$ cat src/rtl/epp_pkg.sv
package epp_pkg;
  typedef enum logic [1:0] {
    ST_IDLE = 2'd0,
    ST_WAIT = 2'd1,
    ST_REL  = 2'd2
  } epp_state_e;

  localparam int KIND_RD_BIT   = 0;
  localparam int KIND_ADDR_BIT = 1;
endpackage

$ cat src/rtl/epp_sync.sv
module epp_sync #(
  parameter int STAGES = 2
) (
  input  logic clk,
  input  logic rst_n,
  input  logic d,
  output logic q
);
  logic [STAGES-1:0] chain;

  generate
    for (genvar i = 0; i < STAGES; i++) begin : g_stage
      if (i == 0) begin : g_first
        always_ff @(posedge clk or negedge rst_n) begin
          if (!rst_n) chain[0] <= 1'b0;
          else        chain[0] <= d;
        end
      end else begin : g_next
        always_ff @(posedge clk or negedge rst_n) begin
          if (!rst_n) chain[i] <= 1'b0;
          else        chain[i] <= chain[i-1];
        end
      end
    end
  endgenerate

  assign q = chain[STAGES-1];
endmodule

$ cat src/rtl/epp_tmo.sv
module epp_tmo #(
  parameter int CNT_W = 16
) (
  input  logic             clk,
  input  logic             rst_n,
  input  logic             clr,
  input  logic             run,
  input  logic [CNT_W-1:0] limit,
  output logic             expired
);
  logic [CNT_W-1:0] cnt_q;
  logic [CNT_W-1:0] cnt_d;
  logic             cnt_en;

  assign expired = (limit != '0) && (cnt_q >= limit);
  assign cnt_en  = clr || (run && !expired);

  always_comb begin
    if (clr) cnt_d = '0;
    else     cnt_d = cnt_q + 1'b1;
  end

  always_ff @(posedge clk or negedge rst_n) begin
    if (!rst_n)      cnt_q <= '0;
    else if (cnt_en) cnt_q <= cnt_d;
  end
endmodule

$ cat src/rtl/epp_host_engine.sv
module epp_host_engine
  import epp_pkg::*;
#(
  parameter int DW          = 8,
  parameter int TMO_W       = 16,
  parameter int SYNC_STAGES = 2
) (
  input  logic             clk,
  input  logic             rst_n,
  input  logic             req_valid,
  input  logic [1:0]       req_kind,
  input  logic [DW-1:0]    req_wdata,
  input  logic [TMO_W-1:0] tmo_limit,
  output logic             req_ready,
  output logic             done,
  output logic             err,
  output logic [DW-1:0]    rd_data,
  output logic             strobe_n,
  output logic             autofd_n,
  output logic             hselect_n,
  input  logic             busy,
  input  logic [DW-1:0]    pd_in,
  output logic [DW-1:0]    pd_out,
  output logic             pd_oe
);
  logic rst_int_n;
  logic busy_s;

  epp_sync #(.STAGES(SYNC_STAGES)) u_rst_sync (
    .clk   (clk),
    .rst_n (rst_n),
    .d     (1'b1),
    .q     (rst_int_n)
  );

  epp_sync #(.STAGES(SYNC_STAGES)) u_busy_sync (
    .clk   (clk),
    .rst_n (rst_int_n),
    .d     (busy),
    .q     (busy_s)
  );

  epp_state_e        state_q, state_d;
  logic [1:0]        kind_q;
  logic [DW-1:0]     wdata_q;
  logic [DW-1:0]     rdata_q;
  logic              done_q, done_d;
  logic              err_q, err_d;
  logic              accept, capture, abort, tmo_hit;
  logic              line_on, in_cycle, is_rd, is_addr;

  assign accept  = req_valid && req_ready;
  assign capture = (state_q == ST_WAIT) && busy_s;
  assign abort   = (state_q == ST_WAIT) && !busy_s && tmo_hit;

  epp_tmo #(.CNT_W(TMO_W)) u_tmo (
    .clk     (clk),
    .rst_n   (rst_int_n),
    .clr     (accept),
    .run     (state_q == ST_WAIT),
    .limit   (tmo_limit),
    .expired (tmo_hit)
  );

  always_comb begin
    state_d = state_q;
    unique case (state_q)
      ST_IDLE: if (accept)  state_d = ST_WAIT;
      ST_WAIT: begin
        if (busy_s)       state_d = ST_REL;
        else if (tmo_hit) state_d = ST_IDLE;
      end
      ST_REL:             state_d = ST_IDLE;
      default:            state_d = ST_IDLE;
    endcase
  end

  always_comb begin
    done_d = (state_q == ST_REL) || abort;
    err_d  = err_q;
    if (accept)     err_d = 1'b0;
    else if (abort) err_d = 1'b1;
  end

  always_ff @(posedge clk or negedge rst_int_n) begin
    if (!rst_int_n) begin
      state_q <= ST_IDLE;
      done_q  <= 1'b0;
      err_q   <= 1'b0;
    end else begin
      state_q <= state_d;
      done_q  <= done_d;
      err_q   <= err_d;
    end
  end

  always_ff @(posedge clk or negedge rst_int_n) begin
    if (!rst_int_n) begin
      kind_q  <= '0;
      wdata_q <= '0;
    end else if (accept) begin
      kind_q  <= req_kind;
      wdata_q <= req_wdata;
    end
  end

  always_ff @(posedge clk or negedge rst_int_n) begin
    if (!rst_int_n)                    rdata_q <= '0;
    else if (capture && kind_q[KIND_RD_BIT]) rdata_q <= pd_in;
  end

  assign is_rd    = kind_q[KIND_RD_BIT];
  assign is_addr  = kind_q[KIND_ADDR_BIT];
  assign line_on  = (state_q == ST_WAIT);
  assign in_cycle = (state_q == ST_WAIT) || (state_q == ST_REL);

  assign req_ready = (state_q == ST_IDLE) && !busy_s;
  assign autofd_n  = !(line_on && !is_addr);
  assign hselect_n = !(line_on && is_addr);
  assign strobe_n  = !(in_cycle && !is_rd);
  assign pd_oe     = in_cycle && !is_rd;
  assign pd_out    = wdata_q;
  assign done      = done_q;
  assign err       = err_q;
  assign rd_data   = rdata_q;

  AST_ONE_STROBE: assert property (@(posedge clk) disable iff (!rst_int_n)
    !(!autofd_n && !hselect_n));

  AST_READ_NO_DRIVE: assert property (@(posedge clk) disable iff (!rst_int_n)
    ((!autofd_n || !hselect_n) && strobe_n) |-> !pd_oe);

  AST_STROBE_HOLD: assert property (@(posedge clk) disable iff (!rst_int_n)
    ((!autofd_n || !hselect_n) && !busy_s && !tmo_hit) |=> (!autofd_n || !hselect_n));

  AST_STROBE_AFTER_QUIET: assert property (@(posedge clk) disable iff (!rst_int_n)
    $fell(autofd_n && hselect_n) |-> $past(!busy_s));

  AST_DONE_PULSE: assert property (@(posedge clk) disable iff (!rst_int_n)
    done |=> !done);

  AST_ERR_WITH_DONE: assert property (@(posedge clk) disable iff (!rst_int_n)
    $rose(err) |-> done);
endmodule

$ cat config.mk
export PLATFORM = sky130hd
export DESIGN_NAME = epp_host_engine
export DESIGN_NICKNAME = d
export VERILOG_FILES = /design/src/rtl/epp_pkg.sv /design/src/rtl/epp_sync.sv /design/src/rtl/epp_tmo.sv /design/src/rtl/epp_host_engine.sv
export SDC_FILE = /design/constraint.sdc
export NUM_CORES = 1
export LEC_CHECK = 0
export ABC_AREA = 1
export BUFFER_PORTS_ARGS = -buffer_cell sky130_fd_sc_hd__buf_2
export CAP_MARGIN = 20
export CORE_MARGIN = 2
export CORE_UTILIZATION = 54
export DETAILED_ROUTE_END_ITERATION = 7
export PLACE_DENSITY_LB_ADDON = 0.05
export SYNTH_ARGS = -nofsm -noshare
export SYNTH_HDL_FRONTEND = slang
export SYNTH_SLANG_ARGS = --single-unit
$ cat constraint.sdc
create_clock -name clk -period 1.7 [get_ports clk]
set_input_delay 0.17 -clock clk [delete_from_list [all_inputs] [get_ports clk]]
set_output_delay 0.17 -clock clk [all_outputs]
set_load 0.1 [all_outputs]
==> results of run 1 <==
## through the flow
stage	hold slack, ns	area, sq um	worst slack (ns)	power (mW)
floorplan	-0.126	2660	-0.247	4.32
global placement	-0.0444	3250	-0.0912	5.06
detailed placement	-0.0437	3250	-0.0846	5.09
CTS	0.0546	3460	-0.0697	6.11
global route	0.0696	3560	-0.178	6.47
finish	0.0560	3560	-0.0789	6.19
## worst register-to-register path, stage by stage, from the launching register on
cell and delay (ns):
dfrtp_1 0.41, buf_4 0.15, ha_1 0.18, clkinv_1 0.16
nor3_4 0.28, nand3_1 0.13, xor2_1 0.18, nand3b_4 0.16
nand2_2 0.04
## cells by family (layout without fill, tap and decap cells)
family | Yosys count | after routing | share of synthesized area (%)
AND/OR/NAND/NOR | 157 | 157 | 31.0
buffers and inverters | 45 | 140 | 8.26
flip-flops | 42 | 42 | 40.3
adder cells (fa/ha/maj) | 20 | 20 | 9.60
XOR/XNOR | 14 | 14 | 4.70
AO/OA/AOI/OAI | 12 | 12 | 2.54
multiplexers | 8 | 8 | 3.46
other | 1 | 1 | 0.144
## registers in the layout (all words and copies together) (netlist names)
signal,count
pd_out,8
done,1
state_q,2
err,1
kind_q,2
u_tmo.cnt_q,16
u_busy_sync.chain,1
u_rst_sync.chain,1
u_busy_sync.q,1
rd_data,8
u_rst_sync.q,1
## per-layer routing
layer / share of wire [%] / wire [um] / vias to the layer above
li1: - / - / 1145
met3: 6.0 / 354 / 5
met2: 50 / 2930 / 69
met5: 0 / 0 / -
met1: 43 / 2530 / 1087
met4: 1.1 / 63 / 0
## power by group
group	internal, mW	switching, mW
sequential	1.28	0.164
clock	0.588	0.365
combinational	0.965	2.84
total	2.83	3.37
## how the worst min path moves through the flow
stage	end	slack, ns
after floorplan	u_rst_sync.chain[0]	-0.13
after global placement	u_rst_sync.chain[0]	-0.04
after detailed placement	u_rst_sync.chain[0]	-0.04
after CTS	pd_out[6]	0.05
after global routing	pd_out[3]	0.07
final	pd_out[6]	0.06
## cells in the final DEF (no fill, tap or decap), drive strengths merged, types with 5 or more instances in the layout
cell / n
mux2: 8
ha: 20
nand4: 6
nor3: 7
inv: 36
xor2: 14
nor2: 15
nand3b: 8
buf: 92
clkbuf: 5
dfrtp: 42
nand3: 33
nand2: 86
a21oi: 8
## final cells by class
type / instances / area [sq um]
repair inverters: 1 / 8.76
clock inverters: 3 / 68.8
clock buffers: 5 / 68.8
flip-flops and latches: 42 / 1050
multi-input cells: 212 / 1470
well taps: 54 / 67.6
inverters: 37 / 154
repair buffers: 94 / 668
fillers: 342 / 1140
## timing repair
| action | 4_1_cts | 5_1_grt |
|---|---|---|
| hold buffers | 2 | 0 |
| endpoints found under the hold margin | 3 | 0 |
| gates cloned | 0 | 1 |
| pin swaps | 3 | 6 |
| gates resized for setup | 7 | 16 |
| buffers inserted | 2 | 1 |
| endpoints found under the setup margin | 18 | 21 |
==> results by group, run 1 <==
Global routing
  – GRT busiest layer: met2
  – Initial antenna violation count: 0
  – Grt met2 use: 39.0%
  – Global-route wire length before repair: 9300 um
  – Vias in the first global route: 2149
  – Met3 Use GR: 3.98%
  – Gr usage total: 22.4%
  – Met1 Use GR: 28.1%
  – Largest net degree at the start of global routing: 41
  – Total congestion overflow: 0

Setup path
  – Critical path startpoint: u_tmo.cnt_q[1]
  – CP max FO: 3
  – Crit Path Category: reg -> reg
  – FF-to-FF setup slack: -0.08 ns
  – Buffer and inverter count on the worst path: 2
  – Crit end category: register
  – Crit. path cell count: 8
  – R2R cell count: 8
  – CP peak stage delay: 0.41 ns
  – Worst reg2reg startpoint: u_tmo.cnt_q[1]
  – Arr. time, crit path: 1.98 ns
  – R2R Path End: u_tmo.cnt_q[14]
  – Critical Path, Cell by Cell: buf_4 -> ha_1 -> clkinv_1 -> nor3_4 -> nand3_1 -> xor2_1 -> nand3b_4 -> nand2_2
  – Startpoint Class: register
  – CP Capture Point: u_tmo.cnt_q[14]
  – Slowest CP cell: dfrtp_1
  – Worst EP required: 1.90 ns
  – Crit-path leading delay family: simple AND/OR/NAND/NOR gates

Synth
  – Leading area contributor after synthesis: dfrtp_1
  – FF+latch count, synth: 42
  – Yosys cell types: 32
  – Synth top area share: 40.3%
  – Post-synth top cells: nand2_1 (81), dfrtp_1 (42), inv_1 (28)
  – Cell area after synthesis: 0.00261 sq mm
  – Synthesis Warnings: 0
  – Synth Flop Type: dfrtp_1
  – Most common cell in the netlist: nand2_1
  – Gate Count Post-Synth: 299
  – Synth area leaders: dfrtp_1 (40%), nand2_1 (12%), ha_1 (9.6%)
  – Number of flops mapped to enable cells by yosys: 0
  – Syn Nets: 357
  – Sequential-to-total area share from yosys stat: 40.3%
  – Async S/R FF share, synth: 100%
  – Syn_area_per_cell: 8.72 sq um

Status
  – Outcome: finished with violations
  – Failing checks: negative setup slack

Clock tree
  – Htree depth: 2
  – CTS max path bufs: 2
  – CTS tree: yes
  – Clock root cell: clkbuf_8
  – # clock sinks: 42
  – Num CTS Buffers: 5
  – Clk slew on worst S/H paths: 0.09 ns
  – Insertion delay to the later sink of the worst-skew pair: 0.30 ns

STA
  – RSZ-0062 raised after global routing: yes
  – Final worst path period need: 1.78 ns
  – Final setup TNS: -0.993 ns
  – Slew HR: 66.1%
  – Peak Freq: 0.562 GHz
  – Hold Fails Final Rpt: 0
  – Tightest Pin Transition: 0.508 ns
  – Final setup vio count: 20
  – Crit share post-route: 105%
  – Max Slew Vio Count: 0
  – Clk_skew: 0.00886 ns
  – Final WS setup: -0.0789 ns

Power
  – PD cells: 1740 mW/mm^2
  – Leak: 1.92 nW
  – VDD IR-drop max: 1.47 mV

Run
  – Max_cap viols: 0

Drt
  – ANT nets after route: 0
  – DRT iter0 DRCs: 84
  – DR WL/cell: 13.1 um
  – Pre-antenna DRT Iters: 4
  – Via-to-Cell Ratio: 5.15
  – DRC: 0
  – Vias post-DR: 2306
  – Routed WL: 5880 um

Placed design
  – Hpwl dp: 4230 um
  – Inst Count DP: 434
  – GP Congestion: 0.843
  – PortBufs: 60

Die
  – Die W: 73.5 um
  – Initial Util: 55.5%
  – Top Ports: 61
  – Die span in y: 73.5 um
  – Rows: 25
  – Die area: 0.00540 sq mm
  – CORE AREA: 0.00469 sq mm

Cells and area
  – Core Util, Final: 75.8%
  – Count of non-filler cells in the finished layout: 448
  – Final nets: 451
  – Area growth syn-to-layout: 36.4%
  – Ratio of cells with drive above 1 in the final layout: 40.4%
  – # diodes: 0

Hold path
  – Hold path startpoint: req_wdata[6]
  – Hold WC Path Type: in -> reg
  – Worst hold path cell count: 3
No activity file was read; power rests on OpenSTA's default activity.
==> inputs of run 2 (changes only) <==
- CORE_UTILIZATION: 54 -> 40
- RECOVER_POWER: not set -> 100
==> results by group, run 2 (synthesis gave the netlist of run 1 again) <==
Status
  – Outcome: finished with violations (unchanged)
  – Failing checks: negative setup slack (unchanged)

STA
  – Tightest Pin Transition: 1.01 ns (was 0.508 ns)
  – Final WS setup: -0.0595 ns (was -0.0789 ns)
  – Final setup vio count: 18 (was 20)
  – Max Slew Vio Count: 0 (unchanged)
  – Final worst path period need: 1.76 ns (was 1.78 ns)
  – Peak Freq: 0.568 GHz (was 0.562 GHz)
  – Slew HR: 32.6% (was 66.1%)
  – RSZ-0062 raised after global routing: yes (unchanged)
  – Crit share post-route: 103% (was 105%)
  – Clk_skew: 0.00648 ns (was 0.00886 ns)
  – Final setup TNS: -0.794 ns (was -0.993 ns)
  – Hold Fails Final Rpt: 0 (unchanged)

Drt
  – DRT iter0 DRCs: 112 (was 84)
  – DR WL/cell: 12.2 um (was 13.1 um)
  – Vias post-DR: 2254 (was 2306)
  – ANT nets after route: 0 (unchanged)
  – Via-to-Cell Ratio: 4.75 (was 5.15)
  – Pre-antenna DRT Iters: 4 (unchanged)
  – Routed WL: 5800 um (was 5880 um)
  – DRC: 0 (unchanged)

Setup path
  – Crit end category: register (unchanged)
  – Worst EP required: 1.89 ns (was 1.90 ns)
  – FF-to-FF setup slack: -0.06 ns (was -0.08 ns)
  – R2R Path End: u_tmo.cnt_q[4] (was u_tmo.cnt_q[14])
  – Startpoint Class: register (unchanged)
  – Buffer and inverter count on the worst path: 2 (unchanged)
  – Critical Path, Cell by Cell: inv_2 -> ha_4 -> nand2_2 -> nor2_2 -> nor2_1 -> nand2_1 -> nand2_1 -> nand2_1 -> nand2_1 -> nand2_2 -> nand2_4 -> nand2_8 -> buf_12 -> nand3_1 -> nand2_1 (was buf_4 -> ha_1 -> clkinv_1 -> nor3_4 -> nand3_1 -> xor2_1 -> nand3b_4 -> nand2_2)
  – Crit-path leading delay family: simple AND/OR/NAND/NOR gates (unchanged)
  – CP peak stage delay: 0.39 ns (was 0.41 ns)
  – Crit Path Category: reg -> reg (unchanged)
  – Most frequent CP cell: nand2_1
  – Slowest CP cell: dfrtp_1 (unchanged)
  – CP max FO: 12 (was 3)
  – R2R cell count: 15 (was 8)
  – Arr. time, crit path: 1.95 ns (was 1.98 ns)
  – Worst reg2reg startpoint: u_tmo.cnt_q[0] (was u_tmo.cnt_q[1])

Clock tree
  – Clock root cell: clkbuf_8 (unchanged)
  – CTS tree: yes (unchanged)
  – # clock sinks: 42 (unchanged)
  – Num CTS Buffers: 5 (unchanged)
  – CTS max path bufs: 2 (unchanged)
  – Insertion delay to the later sink of the worst-skew pair: 0.30 ns (about the same)
  – Clk slew on worst S/H paths: 0.08 ns (was 0.09 ns)
  – Htree depth: 2 (unchanged)

Die
  – Die span in y: 84.7 um (was 73.5 um)
  – Rows: 29 (was 25)
  – Initial Util: 41.3% (was 55.5%)
  – Top Ports: 61 (unchanged)
  – CORE AREA: 0.00631 sq mm (was 0.00469 sq mm)
  – Die W: 84.7 um (was 73.5 um)
  – Die area: 0.00718 sq mm (was 0.00540 sq mm)

Power
  – NetSw: 3.32 mW (was 3.37 mW)
  – Comb pwr share: 63.8% (was 61.4%)
  – PD cells: 1650 mW/mm^2 (was 1740 mW/mm^2)
  – Clock share of power: 11.5% (was 15.4%)
  – VDD IR-drop max: 1.64 mV (was 1.47 mV)
  – Leak: 1.90 nW (was 1.92 nW)
  – Design Power: 5.85 mW (was 6.19 mW)
  – Reg power frac: 24.8% (was 23.2%)
  – Pint: 2.53 mW (was 2.83 mW)
  – Net Sw Frac: 56.7% (was 54.3%)

Cells and area
  – Largest Register: u_tmo.cnt_q (unchanged)
  – Commonest non-fill, non-tap cell in the layout: nand2_1 (unchanged)
  – # diodes: 0 (unchanged)
  – Post-route cell area: 0.00354 sq mm (was 0.00356 sq mm)
  – Ratio of cells with drive above 1 in the final layout: 40.5% (was 40.4%)
  – Number of flip-flops under the largest register name: 16 (unchanged)
  – Area growth syn-to-layout: 35.7% (was 36.4%)
  – Final nets: 455 (was 451)
  – Most frequent cells in the layout: nand2_1 (75), dfrtp_1 (42), buf_2 (36) (was nand2_1 (79), buf_2 (55), dfrtp_1 (42))
  – Count of non-filler cells in the finished layout: 475 (was 448)
  – Core Util, Final: 56.0% (was 75.8%)

Hold path
  – Hold path startpoint: req_wdata[0] (was req_wdata[6])
  – Hold WC Path Type: in -> reg (unchanged)
  – Hold endpoint: pd_out[0] (was pd_out[6])
  – Worst hold path cell count: 3 (unchanged)

Placed design
  – DP Area: 0.00329 sq mm (was 0.00325 sq mm)
  – GP Congestion: 0.854 (was 0.843)
  – PortBufs: 60 (unchanged)
  – Inst Count DP: 459 (was 434)
  – Hpwl dp: 4400 um (was 4230 um)

Global routing
  – Total congestion overflow: 0 (unchanged)
  – Initial antenna violation count: 0 (unchanged)
  – Vias in the first global route: 2255 (was 2149)
  – Largest net degree at the start of global routing: 41 (unchanged)
  – Global-route wire length before repair: 9970 um (was 9300 um)
  – Gr usage total: 17.2% (was 22.4%)

Run
  – Max_cap viols: 0 (unchanged)
[run 2: cell type report]
cell class / instances / area [sq um]
multi-input combinational: 212 / 1480
tap: 77 / 96.3
clock inverter: 1 / 5.00
clock buffer: 7 / 86.3
timing repair buffer: 99 / 676
sequential: 42 / 1050
fill: 610 / 2780
inverter: 37 / 146
[run 2: power by group through the flow]
stage / registers (mW) / clock network [mW] / logic, mW
final: 1.45 / 0.670 / 3.73
after global routing: 1.48 / 0.739 / 3.94
after CTS: 1.44 / 0.709 / 3.69
after detailed placement: 1.45 / 0 / 3.66
after global placement: 1.45 / 0 / 3.64
after floorplan: 2.92 / 0 / 1.40
[run 2: worst register-to-register path, stage by stage (launching register included)]
cell and delay [ns]:
dfrtp_1 0.39, inv_2 0.09, ha_4 0.20, nand2_2 0.06, nor2_2 0.03, nor2_1 0.10, nand2_1 0.06, nand2_1 0.06
nand2_1 0.06, nand2_1 0.06, nand2_2 0.08, nand2_4 0.11, nand2_8 0.08, buf_12 0.15, nand3_1 0.06, nand2_1 0.06
[run 2: repair_timing]
action	CTS	global route
pin swaps	2	12
resized for setup	5	18
hold buffers	2	0
buffers inserted	2	4
setup endpoints to repair	18	21
endpoints found under the hold margin	3	0
[run 2: stage by stage]
| stage | setup WS, ns | hold slack (ns) |
|---|---|---|
| after global placement | -0.127 | -0.0440 |
| after detailed placement | -0.133 | -0.0436 |
| after CTS | -0.0880 | 0.0521 |
| after global routing | -0.213 | 0.0586 |
| after floorplan | -0.247 | -0.126 |
| final | -0.0595 | 0.0666 |
[run 2: how the worst max path moves through the flow]
stage	from	end	slack, ns	cells past startpoint
6_report	u_tmo.cnt_q[0]	u_tmo.cnt_q[4]	-0.06	15
5_1_grt	u_tmo.cnt_q[0]	u_tmo.cnt_q[5]	-0.21	15
4_1_cts	u_tmo.cnt_q[3]	u_tmo.cnt_q[4]	-0.09	14
3_5_place_dp	u_tmo.cnt_q[11]	u_tmo.cnt_q[14]	-0.13	10
3_3_place_gp	u_tmo.cnt_q[11]	u_tmo.cnt_q[11]	-0.13	10
2_1_floorplan	state_q[0]	strobe_n	-0.25	5
[run 2: metal layers]
| metal | vias to the layer above | track usage [%] | wire length [um] |
|---|---|---|---|
| li1 | 1162 | - | - |
| met1 | 1023 | 22.8 | 2750 |
| met2 | 60 | 28.0 | 2680 |
| met3 | 9 | 3.05 | 272 |
| met4 | 0 | 6.64 | 89 |
| met5 | - | 0 | 0 |
